==> src/rtl/sof_timer_pkg.sv <==
package sof_timer_pkg;
    localparam int TIME_W  = 16;
    localparam int FRAME_W = 14;

    typedef struct packed {
        logic [TIME_W-1:0] time_left;
        logic              sof;
    } cnt_state_t;

    typedef struct packed {
        logic [FRAME_W-1:0] frame;
        logic               restart_pend;
    } frm_state_t;

    typedef struct packed {
        logic irq;
    } irq_state_t;
endpackage

==> src/rtl/sof_countdown.sv <==
module sof_countdown
    import sof_timer_pkg::*;
#(
    parameter int TW = TIME_W
) (
    input  logic          clk,
    input  logic          rst_n,
    input  logic          enable,
    input  logic [TW-1:0] reload_val,
    output logic          sof_evt,
    output logic          sof_pulse,
    output logic [TW-1:0] time_left
);
    typedef struct packed {
        logic [TW-1:0] time_left;
        logic          sof;
    } st_t;

    st_t st_d, st_q;

    // A frame boundary occurs when the enabled counter sits at zero.
    assign sof_evt = enable && (st_q.time_left == '0);

    always_comb begin
        st_d     = st_q;
        st_d.sof = sof_evt;
        if (sof_evt) begin
            st_d.time_left = reload_val;
        end else if (enable) begin
            st_d.time_left = st_q.time_left - 1'b1;
        end
    end

    always_ff @(posedge clk or negedge rst_n) begin
        if (!rst_n) begin
            st_q <= '0;
        end else begin
            st_q <= st_d;
        end
    end

    assign sof_pulse = st_q.sof;
    assign time_left = st_q.time_left;

    assert_decrement_R1: assert property (@(posedge clk) disable iff (!rst_n)
        (enable && time_left != '0) |=> (time_left == $past(time_left) - 1'b1));

    assert_reload_R2: assert property (@(posedge clk) disable iff (!rst_n)
        (enable && time_left == '0) |=> (sof_pulse && time_left == $past(reload_val)));

    assert_single_pulse_R2: assert property (@(posedge clk) disable iff (!rst_n)
        (sof_pulse && time_left != '0) |=> !sof_pulse);

    assert_hold_R8: assert property (@(posedge clk) disable iff (!rst_n)
        !enable |=> ($stable(time_left) && !sof_pulse));
endmodule

==> src/rtl/sof_frame_counter.sv <==
module sof_frame_counter
    import sof_timer_pkg::*;
#(
    parameter int FW = FRAME_W
) (
    input  logic          clk,
    input  logic          rst_n,
    input  logic          sof_evt,
    input  logic          restart_req,
    output logic [FW-1:0] frame_num
);
    localparam logic [FW-1:0] FRAME_MAX = {FW{1'b1}};

    typedef struct packed {
        logic [FW-1:0] frame;
        logic          pend;
    } st_t;

    st_t  st_d, st_q;
    logic restart_now;

    assign restart_now = st_q.pend | restart_req;

    always_comb begin
        st_d      = st_q;
        st_d.pend = restart_now & ~sof_evt;
        if (sof_evt) begin
            if (restart_now || st_q.frame == FRAME_MAX) begin
                st_d.frame = '0;
            end else begin
                st_d.frame = st_q.frame + 1'b1;
            end
        end
    end

    always_ff @(posedge clk or negedge rst_n) begin
        if (!rst_n) begin
            st_q <= '0;
        end else begin
            st_q <= st_d;
        end
    end

    assign frame_num = st_q.frame;

    assert_wrap_R4: assert property (@(posedge clk) disable iff (!rst_n)
        (sof_evt && frame_num == FRAME_MAX) |=> (frame_num == '0));

    assert_restart_R6: assert property (@(posedge clk) disable iff (!rst_n)
        (sof_evt && restart_req) |=> (frame_num == '0));

    assert_stable_R3: assert property (@(posedge clk) disable iff (!rst_n)
        !sof_evt |=> $stable(frame_num));
endmodule

==> src/rtl/sof_irq_status.sv <==
module sof_irq_status
    import sof_timer_pkg::*;
(
    input  logic clk,
    input  logic rst_n,
    input  logic set_i,
    input  logic clr_i,
    output logic irq_o
);
    irq_state_t st_d, st_q;

    always_comb begin
        st_d     = st_q;
        st_d.irq = set_i | (st_q.irq & ~clr_i);
    end

    always_ff @(posedge clk or negedge rst_n) begin
        if (!rst_n) begin
            st_q <= '0;
        end else begin
            st_q <= st_d;
        end
    end

    assign irq_o = st_q.irq;

    assert_sticky_R5: assert property (@(posedge clk) disable iff (!rst_n)
        (irq_o && !clr_i) |=> irq_o);

    assert_set_wins_R5: assert property (@(posedge clk) disable iff (!rst_n)
        set_i |=> irq_o);
endmodule

==> src/rtl/sof_frame_timer.sv <==
module sof_frame_timer
    import sof_timer_pkg::*;
#(
    parameter int TW = TIME_W,
    parameter int FW = FRAME_W
) (
    input  logic          clk_phy,
    input  logic          rst_n,
    input  logic          host_en,
    input  logic [TW-1:0] interval_i,
    input  logic          frnum_rst_req_i,
    input  logic          irq_clr_i,
    output logic          sof_pulse_o,
    output logic [FW-1:0] frame_num_o,
    output logic [TW-1:0] time_left_o,
    output logic          sof_irq_o
);
    logic sof_evt;

    sof_countdown #(.TW(TW)) u_cnt (
        .clk        (clk_phy),
        .rst_n      (rst_n),
        .enable     (host_en),
        .reload_val (interval_i),
        .sof_evt    (sof_evt),
        .sof_pulse  (sof_pulse_o),
        .time_left  (time_left_o)
    );

    sof_frame_counter #(.FW(FW)) u_frm (
        .clk         (clk_phy),
        .rst_n       (rst_n),
        .sof_evt     (sof_evt),
        .restart_req (frnum_rst_req_i),
        .frame_num   (frame_num_o)
    );

    sof_irq_status u_irq (
        .clk   (clk_phy),
        .rst_n (rst_n),
        .set_i (sof_evt),
        .clr_i (irq_clr_i),
        .irq_o (sof_irq_o)
    );

    assert_pulse_sets_irq_R5: assert property (@(posedge clk_phy) disable iff (!rst_n)
        sof_pulse_o |-> sof_irq_o);

    assert_pulse_moves_frame_R3: assert property (@(posedge clk_phy) disable iff (!rst_n)
        (host_en && time_left_o != '0) |=> $stable(frame_num_o));
endmodule

==> config.mk <==
export PLATFORM = sky130hd
export DESIGN_NAME = sof_frame_timer
export DESIGN_NICKNAME = d
export VERILOG_FILES = /design/src/rtl/sof_timer_pkg.sv /design/src/rtl/sof_countdown.sv /design/src/rtl/sof_frame_counter.sv /design/src/rtl/sof_irq_status.sv /design/src/rtl/sof_frame_timer.sv
export SDC_FILE = /design/constraint.sdc
export NUM_CORES = 1
export LEC_CHECK = 0
export ABC_AREA = 1
export BUFFER_PORTS_ARGS = -buffer_cell sky130_fd_sc_hd__buf_2
export CAP_MARGIN = 20
export CELL_PAD_IN_SITES_DETAIL_PLACEMENT = 2
export CELL_PAD_IN_SITES_GLOBAL_PLACEMENT = 2
export CORE_ASPECT_RATIO = 1.75
export CORE_MARGIN = 2
export CORE_UTILIZATION = 29
export DETAILED_ROUTE_END_ITERATION = 12
export PLACE_DENSITY = 0.78
export SETUP_SLACK_MARGIN = 0.2
export SYNTH_ARGS = -nofsm -noshare
export SYNTH_HDL_FRONTEND = slang
export SYNTH_SLANG_ARGS = --single-unit
==> constraint.sdc <==
create_clock -name clk_phy -period 2 [get_ports clk_phy]
set_input_delay 0.3 -clock clk_phy [delete_from_list [all_inputs] [get_ports clk_phy]]
set_output_delay 0.3 -clock clk_phy [all_outputs]
set_load 0.02 [all_outputs]
After elaboration in Yosys (flattened, before gate mapping)
Cells that the tools add are included.

word-level totals
  register bits after elaboration = 33
  bits in latches = 0
  RAM bits = 0
  bits in read-only memories = 0
  word-level logic and storage cells = 21
  memories kept = 0

cells by class
  add/sub/neg operators = 2
  $mul = 0
  div/mod/pow operators = 0
  magnitude comparators = 0
  equal/unequal tests = 1
  shifts and indexed selects = 0
  multiplexer cells = 3
  bitwise operators = 6
  reductions and logical operators = 4

operator list
  cell                   count
  $mux 16                2
  $logic_not 16->1       1
  $sub 16x1->16 const B  1
  $add 14x1->14 const B  1
  $eq 14x14->1 const B   1
  $mux 14                1
  $and 1x1->1            2
  $not 1->1              2
  $or 1x1->1             2
  $reduce_bool 2->1      1
  $logic_and 1x1->1      1
  $logic_or 1x1->1       1

Longest topological paths before layout
Gate-level depths: netlist of run 1.

  depth in word-level cells = 4
  depth in mapped cells = 10
  gate-level depth less buffers = 10

By module
A second synthesis of run 1 with hierarchy kept.

second synthesis, totals
  cell total of the unflattened synthesis = 359
  area total of the unflattened synthesis = 2457.4 um2

modules (own cells, without submodules)
  module             times used  cells each  area an instance (um2)  seq. area each (um2)
  sof_countdown      1           230         1482.7                  425.4
  sof_frame_counter  1           124         934.6                   375.4
  sof_irq_status     1           5           40.0                    25.0

Least setup slack after synthesis of run 1
OpenSTA, ideal clock, no wires.

  path type = flip-flop to flip-flop
  from = reg u_cnt.st_q, in the netlist u_cnt.time_left[0]
  to = reg u_frm.st_q, in the netlist u_frm.frame_num[3]
  library setup time = 118 ps
  data arrival time = 1654 ps
  required time = 1882 ps
  setup slack = 228 ps
  stages on the path, launching flop included = 9
  path through = dfrtp_1 > inv_1 > ha_1 > nand2_1 > nor3_4 > nand3_4 > buf_6 > a21oi_1 > nor2_1

between the ends
  word-level cells in the longest chain between the ends = 2

ends and longest elaborated chain
  what                      RTL line                 source
  start: declaration        sof_countdown.sv:19      st_t st_d, st_q;
  start signal: assignment  sof_countdown.sv:38      st_q <= st_d;
  $logic_not 16->1          sof_countdown.sv:22      assign sof_evt = enable && (st_q.time_left == '0);
  $logic_and 1x1->1         sof_countdown.sv:22
  end signal: assignment    sof_frame_counter.sv:40  st_q <= st_d;
  end: declaration          sof_frame_counter.sv:19  st_t st_d, st_q;

No other way between the ends.
A chain may end at the register's enable or synchronous reset.

Worst setup path in the final report of run 1
  from = reg u_cnt.st_q, in the netlist u_cnt.time_left[1]
  to = reg u_frm.st_q, in the netlist u_frm.frame_num[3]

The elaborated chain is that of the path after synthesis.

==> summary.md, run 1 <==
| Metric | Value |
|---|---|
| Fin Hold WS | 196.7 ps |
| Worst Path Arrival | 1910 ps |
| Initial Util | approximately 29% |
| CTS Buf Count | 5 |
| First-pass GRT wire length | between 10000 and 15000 µm |
| Htree depth | 2 |
| Worst-path cell chain | inv_1, ha_2, nand2_2, nor3_4, nand3_4, buf_4, a21oi_1, nor2_1 |
| Switching pwr | 1764 µW |
| Cell-internal power | 1844 µW |
| Total Nets Final | roughly 450 |
| Synthesized area per cell | 6.652 µm² |
| Synthesis-to-layout area growth | 23.42% |
| Worst min path class | in2reg |
| Minimum clock period after layout | 1735 ps |
| Yosys reg bits | 33 |
| Pwr per Cell Area | 1211 nW/µm² |
| Comb power frac | 49.0% |
| Overall die height | 124.7 µm |
| Initial antenna violation count | 0 |
| Final period util | 86.76% |
| Setup TNS | 0 ps |
| DR WL met3 | 193 µm |
| Slowest cell on crit path | dfrtp_1 |
| M1 WL | 3236 µm |
| Synth Net Count | between 300 and 400 |
| Yosys cell types | 26 |
| Internal reg-to-reg setup slack | about 260 ps |
| Sequential area share after synthesis | 34.20% |
| Outcome | finished, final reports clean |
| Remaining Overflow, GRT | 0 |
| Clock sink count | 33 |
| Critical Path Sink Type | flop |
| Worst Path Class, Setup | reg2reg |
| Largest net degree at the start of global routing | 21 |
| Vias in the first global route | 2918 |
| # port buffers | 52 |
| Clock network power share | 21.5% |
| Final HPWL DP | approximately 6900 µm |
| Drt pass-1 iters | 4 |
| Clk Latency, worst-skew pair | 280 ps |
| Maximum Capacitance Violations | 0 |
| Iteration-0 DRC Markers | 56 |
| Worst path required time | roughly 2200 ps |
| Startpoint Class | flop |
| Cells after Synth | 363 |
| Placed insts | 498 |
| Synth Cell Area | 2415 µm² |
| Final Slew Violations | 0 |
| Total power | 3608 µW |
| Antenna Violating Nets Remaining | 0 |
| Total wire length | 9109 µm |
| Commonest cells after routing, fill and taps aside | nand2_1, buf_2, nand3_1 |
| Clock Tree Root | clkbuf_16 |
| Pleak | 0.001565 µW |
| Met2 WL | approximately 5500 µm |
| Final setup violation count | 0 |
| Final Skew | between 3 and 4 ps |
| Routed len/inst | 17.72 µm |
| Die Wd | 72.98 µm |
| Synth warn | 0 |
| Share of layout cells above drive strength 1 | roughly a quarter |
| Slew @ Worst Pin | 557.5 ps |
| RSZ-0062 raised after global routing | yes |
| Flop pwr share | 29.5% |
| Clk pin slew, worst setup/hold paths | 60 ps |
| Ant. Diodes | 0 |
| Final hold violations | 0 |
| Crit-path leading delay family | simple AND/OR/NAND/NOR gates |
| Routed vias/inst | 5.125 |
| Core box area | a little over 8000 µm² |
| Largest stage delay, worst path | 420 ps |
| CTS Buffer Depth | 2 |
| RD Place Congestion | between 0.8 and 0.9 |
| Crit-path max FO | 6 |
| Die area | 9102 µm² |
| Tot GR Track Use | 21.38% |
| # fillers | 1027 |
| Peak supply drop | slightly below 0.5 mV |
| Fmax | 576.3 MHz |
| DR vias | about 2600 |
| TritonCTS clock tree | yes |
| Most common cell after layout, fill and taps aside | nand2_1 |
| Finished Layout Cells | 514 |
| Remaining DRCs | 0 |
| Sw frac | 48.88% |
| Max_slew headroom | 62.79% |
| Max Used Layer | met4 |
| Buf+Inv Stages, Crit Path | 2 |
| Num rows | 44 |
| Top Ports | 53 |
area by class of cell:
class / instances / area [µm²] / area share [%]
Inverter: 42 / 166.4 / 5.584
Sequential cell: 33 / 827.0 / 27.75
Timing Repair Buffer: 72 / 412.9 / 13.85
Timing Repair inverter: 1 / 7.507 / 0.2519
Clock inverter: 2 / 10.01 / 0.3359
Tap cell: 92 / 115.1 / 3.862
Multi-Input combinational cell: 266 / 1313 / 44.04
Clock buffer: 6 / 128.9 / 4.324
synth_stat cells:
cell type	count	share of area, %
o21bai_1	3	0.93
nor2_1	39	6.1
nand2_1	121	19
buf_4	16	5.0
o21ai_0	12	2.5
or2_2	1	0.26
nor2_2	5	1.3
nand3_2	1	0.41
nand3_1	42	8.7
nor3_4	1	0.67
inv_1	42	6.5
ha_1	3	1.6
nor2_4	2	0.93
nand3b_2	1	0.47
nand3b_1	2	0.62
nor3_1	2	0.41
buf_6	1	0.47
clkbuf_1	2	0.31
nand3_4	1	0.73
nand4_1	20	5.2
dfrtp_1	33	34
buf_2	3	0.62
xor2_1	4	1.5
xnor2_1	4	1.5
a21oi_1	1	0.21
nand2_2	1	0.26
cell families after synthesis:
logic type / synth area share, %
fa+ha+maj: 1.555
buf+inv: 12.90
simple gates: 44.82
flops: 34.20
compound gates: 3.627
xor+xnor: 2.901
registers in the layout (all words and copies together) (netlist names):
signal,count
u_cnt.sof_pulse,1
u_cnt.time_left,16
u_frm.frame_num,14
u_frm.st_q,1
u_irq.irq_o,1
metal layers:
layer  vias up  track usage [%]
met3        10            2.265
met4         0            6.318
li1       1259                -
met2        46            42.61
met1      1319            21.81
met5         -                0
metrics by stage:
step           worst slack [ps]  cell area [µm²]  util (%)
2_1_floorplan             227.9             2415         -
3_3_place_gp              86.18             2734     33.33
3_5_place_dp             -40.46             2734     33.33
4_1_cts                   189.1             2925     35.66
5_1_grt                   132.9             2980     36.33
6_report                  264.8             2980     36.33
power groups by stage:
stage	clock (µW)	combinational, µW	sequential (µW)
final	774	1770	1060
after global routing	812	1980	1090
after CTS	795	1730	1060
after detailed placement	0	1700	1060
after global placement	0	1640	1060
after floorplan	0	945	1180
path summary, 6_finish.rpt:
check / start / to / cells past startpoint
max in group asynchronous: rst_n / u_cnt.time_left[0]$_DFFE_PN0P_ / 3
max reg2reg: u_cnt.time_left[1]$_DFFE_PN0P_ / u_frm.frame_num[3]$_DFFE_PN0P_ / 8
min reg2reg: u_frm.st_q[0]$_DFF_PN0_ / u_frm.st_q[0]$_DFF_PN0_ / 2
min in group asynchronous: rst_n / u_frm.frame_num[2]$_DFFE_PN0P_ / 2
max: u_cnt.time_left[1]$_DFFE_PN0P_ / u_frm.frame_num[3]$_DFFE_PN0P_ / 8
min: irq_clr_i / u_irq.irq_o$_DFF_PN0_ / 2
repair_timing:
item / CTS / global route
pin swaps: 1 / 2
endpoints found under the setup margin: 28 / 30
hold buffers: 1 / 0
buffers inserted: 4 / 2
cloned: 0 / 1
endpoints found under the hold margin: 4 / 0
resized for setup: 6 / 13
Power figures use the tool's default switching activity.
==> inputs of run 2 (changes only) <==
--- a/config.mk
+++ b/config.mk
@@ -12,9 +12,11 @@
 export CELL_PAD_IN_SITES_GLOBAL_PLACEMENT = 2
 export CORE_ASPECT_RATIO = 1.75
 export CORE_MARGIN = 2
-export CORE_UTILIZATION = 29
+export CORE_UTILIZATION = 30
+export CTS_BUF_LIST = sky130_fd_sc_hd__clkbuf_4
 export DETAILED_ROUTE_END_ITERATION = 12
-export PLACE_DENSITY = 0.78
+export HOLD_SLACK_MARGIN = 0.02
+export PLACE_DENSITY = 0.81
 export SETUP_SLACK_MARGIN = 0.2
 export SYNTH_ARGS = -nofsm -noshare
 export SYNTH_HDL_FRONTEND = slang
==> run 2 against run 1 <==
Global-route usage rose by 0.93 points. Sequential power is essentially flat. Non-clock buffer count decreased by 3. Cell area is 3.3% lower. Wire length is 0.32% lower. Fmax is 5.9% higher. Clock skew up 5.2 ps. Critical path depth is 1 lower. Sequential cell count did not move. Final cell count shrank 0.97%. Sequential share of layout area rose by 0.95 points. Hold slack got worse by 180 ps. Critical endpoint is now u_frm.frame_num[10]$_DFFE_PN0P_. Largest cell class unchanged. Largest power group unchanged.
==> summary.md, run 2 (synthesis results as in run 1) <==
| Metric | Value |
|---|---|
| Worst Path Arrival | 1910 ps (about the same) |
| CP most frequent cell | nand2_1 |
| Tot GR Track Use | 22.31% (+0.93 points) |
| Post-CTS Hold Buffers | 0 (-1) |
| Clock Tree Root | clkbuf_4 |
| Maximum Capacitance Violations | 0 (unchanged) |
| DR vias | 2655 (+0.80%) |
| Switching pwr | 1728 µW (-2.0%) |
| Share of layout cells above drive strength 1 | 24.11% (-0.066 points) |
| Clk pin slew, worst setup/hold paths | 120 ps (+60 ps) |
| # port buffers | 52 (unchanged) |
| Num rows | 43 (-2.3%) |
| Multi-input logic area | 1325 µm² (+0.95%) |
| Pwr per Cell Area | 1130 nW/µm² (-6.6%) |
| DP Worst Slack | -49.29 ps (-8.830 ps) |
| Top Ports | 53 (unchanged) |
| Setup TNS | 0 ps (unchanged) |
| Final period util | 81.89% (-4.9 points) |
| Max FFs per register | 16 (unchanged) |
| First-pass GRT wire length | 14900 µm (-0.23%) |
| # fillers | 966 (-5.9%) |
| Clock sink count | 33 (unchanged) |
| Total power | 3257 µW (-9.7%) |
| Ant. Diodes | 0 (unchanged) |
| Worst min path class | in2async |
| Final Slew Violations | 0 (unchanged) |
| Comb power frac | 55.2% (+6.2 points) |
| Core box area | 7855 µm² (-4.2%) |
| Max_slew headroom | 43.54% (-19 points) |
| Worst Path Class, Setup | reg2reg |
| Htree depth | 2 (unchanged) |
| Fmax | 610.6 MHz (+5.9%) |
| Crit-path max FO | 11 (+5) |
| Clock network power share | 12.7% (-8.8 points) |
| Largest net degree at the start of global routing | 34 (+62%) |
| Commonest cells after routing, fill and taps aside | nand2_1, buf_2, nand3_1 |
| Antenna Violating Nets Remaining | 0 (unchanged) |
| Minimum clock period after layout | 1638 ps (-97.41 ps) |
| Overall die height | 122.7 µm (-1.6%) |
| Die Wd | 71.82 µm (-1.6%) |
| Outcome | finished, final reports clean |
| Worst path required time | 2270 ps (+100 ps) |
| Largest stage delay, worst path | 480 ps (+60 ps) |
| Final Skew | 8.754 ps (+5.249 ps) |
| Placed inst area | 2709 µm² (-0.92%) |
| Worst-path cell chain | nor2_4, nand2_1, nor2_1, nand3_2, buf_4, nand2_1, nand2_1 |
| Sw frac | 53.04% (+4.2 points) |
| Total wire length | 9080 µm (-0.32%) |
| RSZ-0062 raised after global routing | yes |
| Critical R2R Launch | u_cnt.time_left[5]$_DFFE_PN0P_ |
| Cell-internal power | 1530 µW (-17%) |
| Setup crit start | u_cnt.time_left[5]$_DFFE_PN0P_ |
| Initial Util | 30.74% (+1.3 points) |
| Routed vias/inst | 5.216 (+1.8%) |
| Final HPWL DP | 6913 µm (-0.53%) |
| CTS Buffer Depth | 2 (unchanged) |
| Synthesis-to-layout area growth | 19.33% |
| Slowest cell on crit path | dfrtp_1 |
| Drt pass-1 iters | 4 (unchanged) |
| Total Nets Final | 442 (-0.67%) |
| Remaining DRCs | 0 (unchanged) |
| Clk Latency, worst-skew pair | 380 ps (+100 ps) |
| Final hold violations | 0 (unchanged) |
| Vias in the first global route | 2996 (+2.7%) |
| Most common cell after layout, fill and taps aside | nand2_1 |
| PnR worst setup slack | 362.2 ps (+97.41 ps) |
| Final setup violation count | 0 (unchanged) |
| Storage element area | 827.0 µm² (unchanged) |
| Pleak | 0.001512 µW (-3.4%) |
| Initial antenna violation count | 0 (unchanged) |
| Routed len/inst | 17.84 µm (+0.66%) |
| TritonCTS clock tree | yes |
| Die area | 8811 µm² (-3.2%) |
| Remaining Overflow, GRT | 0 (unchanged) |
| Finished Layout Cells | 509 (-0.97%) |
| Critical Path Sink Type | flop |
| Startpoint Class | flop |
| Peak supply drop | 0.6250 mV (+27%) |
| Flop pwr share | 32.1% (+2.6 points) |
| Slew @ Worst Pin | 846.9 ps (+289.4 ps) |
| Iteration-0 DRC Markers | 81 (+45%) |
| RD Place Congestion | 0.8316 (+0.91%) |
| Placed insts | 493 (-1.0%) |
| Post-route cell area | 2882 µm² (-3.3%) |
| CTS Buf Count | 5 (unchanged) |
[run 2: timing repair]
item / in CTS / in global routing
gates resized for setup: 9 / 10
endpoints found under the setup margin: 32 / 30
cloned: 0 / 1
pin swaps: 2 / 1
buffers inserted: 7 / 0
[run 2: cell type report]
type                       count  area share [%]
clock buffer                   5           1.303
tap                           90           3.908
clock inverter                 3          0.6079
multi-input combinational    266           45.98
timing repair buffer          69           13.46
inverter                      42           5.775
timing repair inverter         1          0.2605
sequential                    33           28.70
[run 2: path summary, 6_finish.rpt]
check,slack (ps),cells after the start,endpoint
worst max-delay path,360,7,u_frm.frame_num[10]$_DFFE_PN0P_
max in group asynchronous,1410,1,u_cnt.time_left[0]$_DFFE_PN0P_
worst max register to register,360,7,u_frm.frame_num[10]$_DFFE_PN0P_
worst min register to register,550,2,u_frm.st_q[0]$_DFF_PN0_
worst min-delay path,10,1,u_cnt.time_left[1]$_DFFE_PN0P_
min in group clk_phy,100,2,u_irq.irq_o$_DFF_PN0_
[run 2: stage by stage]
stage               hold slack [ps]  utilization, %
floorplan                     4.409               -
global placement              452.6           34.49
detailed placement            449.3           34.49
CTS                           35.57           36.14
global route                  41.55           36.68
finish                        13.86           36.68
[run 2: critical path: cells and delay by family (launching register included)]
| family | cells | cell delay, ps |
|---|---|---|
| and+or+nand+nor | 6 | 800 |
| DFF | 1 | 480 |
| buffers and inverters | 1 | 240 |
[run 2: power groups by stage]
stage                     Combinational, µW  Clock [µW]  Sequential [µW]
after floorplan                         945           0             1180
after global placement                 1640           0             1060
after detailed placement               1700           0             1060
after CTS                              1760         430             1040
after global routing                   2000         457             1080
final                                  1800         415             1050
[run 2: routing by layer]
metal  track usage [%]  up-vias  wire length [µm]
met5                 0        -                 0
met4             9.080        0               262
met3             3.448       19               226
met2             44.79       49              5434
met1             21.77     1329              3158
li1                  -     1258                 -
==> inputs of run 3 (changes only) <==
==> constraint.sdc (replaced) <==
create_clock -name clk_phy -period 1.6 [get_ports clk_phy]
set_input_delay 0.24 -clock clk_phy [delete_from_list [all_inputs] [get_ports clk_phy]]
set_output_delay 0.24 -clock clk_phy [all_outputs]
set_load 0.02 [all_outputs]
==> run 3 against run 2 <==
The run now ends with setup timing left. Sequential share of layout area shrank 6.1 points. Clock skew grew 19 ps. Wire length grew 56%. Core utilization grew 10 points. Setup slack lost 540 ps. Sequential power grew 29%. Critical path type unchanged.
==> summary.md, run 3 (synthesis results as in run 1) <==
| Metric | Value |
|---|---|
| Most common cell after layout, fill and taps aside | nand2_1 |
| Final Skew | 27.59 ps (+18.84 ps) |
| TritonCTS clock tree | yes |
| Crit-path max FO | 5 (-6) |
| Fmax | 561.1 MHz (-8.1%) |
| CTS Buf Count | 5 (unchanged) |
| Outcome | complete, but fails checks |
| Maximum Capacitance Violations | 0 (unchanged) |
| Final Slew Violations | 0 (unchanged) |
| Total wire length | 14180 µm (+56%) |
| Startpoint Class | flop |
| Final setup violation count | 19 (+19) |
| DP Worst Slack | -231.9 ps (-182.6 ps) |
| Buf+Inv Stages, Crit Path | 1 (unchanged) |
| Final Core Density | 47.02% (+10 points) |
| Commonest cells after routing, fill and taps aside | nand2_1, buf_4, buf_2 |
| Pleak | 0.001933 µW (+28%) |
| Drt pass-1 iters | 4 (unchanged) |
| Die area | 8811 µm² (unchanged) |
| Die Wd | 71.82 µm (unchanged) |
| Largest net degree at the start of global routing | 34 (unchanged) |
| PnR worst setup slack | -182.3 ps (-544.4 ps) |
| Final HPWL DP | 7832 µm (+13%) |
| Overall die height | 122.7 µm (unchanged) |
| Finished Layout Cells | 568 (+12%) |
| Clock Tree Root | clkbuf_4 |
| Remaining Overflow, GRT | 0 (unchanged) |
| Clock sink count | 33 (unchanged) |
| Critical Path Sink Type | flop |
| Worst Path Class, Setup | reg2reg |
| Minimum clock period after layout | 1782 ps (+144.4 ps) |
| Antenna Violating Nets Remaining | 0 (unchanged) |
| Share of layout cells above drive strength 1 | 44.23% (+20 points) |
| Slew @ Worst Pin | 493.6 ps (-353.3 ps) |
| CTS Buffer Depth | 2 (unchanged) |
| # fillers | 935 (-3.2%) |
| Tot GR Track Use | 28.31% (+6.0 points) |
| Slowest cell on crit path | dfrtp_2 |
| Top Ports | 53 (unchanged) |
| Total Nets Final | 500 (+13%) |
| Worst Path Arrival | 2080 ps (+170 ps) |
| Routed len/inst | 24.97 µm (+40%) |
| Iteration-0 DRC Markers | 136 (+68%) |
| Largest stage delay, worst path | 480 ps (about the same) |
| DR vias | 3094 (+17%) |
| First-pass GRT wire length | 18470 µm (+24%) |
| Placed insts | 533 (+8.1%) |
| Vias in the first global route | 3489 (+16%) |
| Crit-path leading delay family | simple AND/OR/NAND/NOR gates |
| Initial Util | 30.74% (unchanged) |
| Routed vias/inst | 5.447 (+4.4%) |
| Final hold violations | 0 (unchanged) |
| Initial antenna violation count | 1 (+1) |
| Htree depth | 2 (unchanged) |
| # port buffers | 52 (unchanged) |
| Synthesis-to-layout area growth | 52.95% |
| Clk Latency, worst-skew pair | 410 ps (+30 ps) |
| Peak supply drop | 0.7272 mV (+16%) |
| Num rows | 43 (unchanged) |
| Clk pin slew, worst setup/hold paths | 120 ps (about the same) |
| RSZ-0062 raised after global routing | yes |
| Final period util | 111.4% (+29 points) |
| Core box area | 7855 µm² (unchanged) |
| Total power | 5656 µW (+74%) |
| RD Place Congestion | 0.8819 (+6.0%) |
| Storage element area | 835.8 µm² (+1.1%) |
| Max_slew headroom | 67.09% (+24 points) |
| Worst path required time | 1900 ps (-370 ps) |
| Worst min path class | in2reg |
| Max FFs per register | 16 (unchanged) |
| Worst-path cell chain | nor2_1, nand2_1, buf_4, o21ai_0, nand3_1, nand3_1, nand2_1 |
| Violated checks | setup timing |
| Fin Hold WS | 29.66 ps (+15.80 ps) |
| Pwr per Cell Area | 1531 nW/µm² (+35%) |
| Remaining DRCs | 0 (unchanged) |
| Multi-input logic area | 1582 µm² (+19%) |
[run 3: changes by cell type in the layout (fill, tap and decap cells not counted), sizes merged]
cell,change
clkinv,+1
diode,+1
nand3,+1
clkinvlp,-2
dlygate4sd3,+1
buf,+57
[run 3: metal layers]
metal	track usage (%)	wire length, µm	vias to the layer above
li1	-	-	1373
met4	17.81	842	0
met2	55.84	8145	105
met5	0	0	-
met1	25.96	4776	1561
met3	4.105	417	55
[run 3: worst paths after layout]
| check | start | to | slack [ps] | depth (start not counted) |
|---|---|---|---|---|
| max | u_cnt.time_left[2]$_DFFE_PN0P_ | u_cnt.time_left[7]$_DFFE_PN0P_ | -180 | 7 |
| min | irq_clr_i | u_irq.irq_o$_DFF_PN0_ | 30 | 2 |
| max reg2reg | u_cnt.time_left[2]$_DFFE_PN0P_ | u_cnt.time_left[7]$_DFFE_PN0P_ | -180 | 7 |
| min reg2reg | u_irq.irq_o$_DFF_PN0_ | u_irq.irq_o$_DFF_PN0_ | 550 | 2 |
| max in group asynchronous | rst_n | u_frm.frame_num[6]$_DFFE_PN0P_ | 810 | 3 |
| min in group asynchronous | rst_n | u_frm.frame_num[9]$_DFFE_PN0P_ | 410 | 3 |
[run 3: worst register-to-register path, cell delays in order, from the launching register on]
cell	delay (ps)
dfrtp_2	480
nor2_1	170
nand2_1	160
buf_4	180
o21ai_0	380
nand3_1	150
nand3_1	100
nand2_1	60
[run 3: metrics by stage]
step | area (µm²) | TNS, ps
after floorplan | 2464 | -391.3
after global placement | 3080 | -1269
after detailed placement | 3080 | -2350
after CTS | 3349 | 0
after global routing | 3694 | -3215
final | 3694 | -1976
[run 3: what timing repair did]
item / in CTS / in global routing
gates cloned: 2 / 0
setup endpoints to repair: 33 / 34
hold endpoints to repair: 33 / 0
gates resized for setup: 34 / 63
setup buffers: 9 / 14
hold buffers: 1 / 0
pin swaps: 16 / 12
[run 3: power breakdown]
part / leakage (µW) / switching [µW] / internal, µW
sequential: 0.000419 / 313 / 1030
combinational: 0.00148 / 2310 / 1470
clock: 0.0000301 / 377 / 159
total: 0.00193 / 3000 / 2660
[run 3: layout make-up]
cell class / count / area share (%)
inverters: 42 / 4.641
diodes: 1 / 0.06775
multi-input cells: 267 / 42.82
clock inverters: 3 / 0.3388
flip-flops and latches: 33 / 22.63
clock buffers: 5 / 1.016
repair buffers: 127 / 25.44
well taps: 90 / 3.049
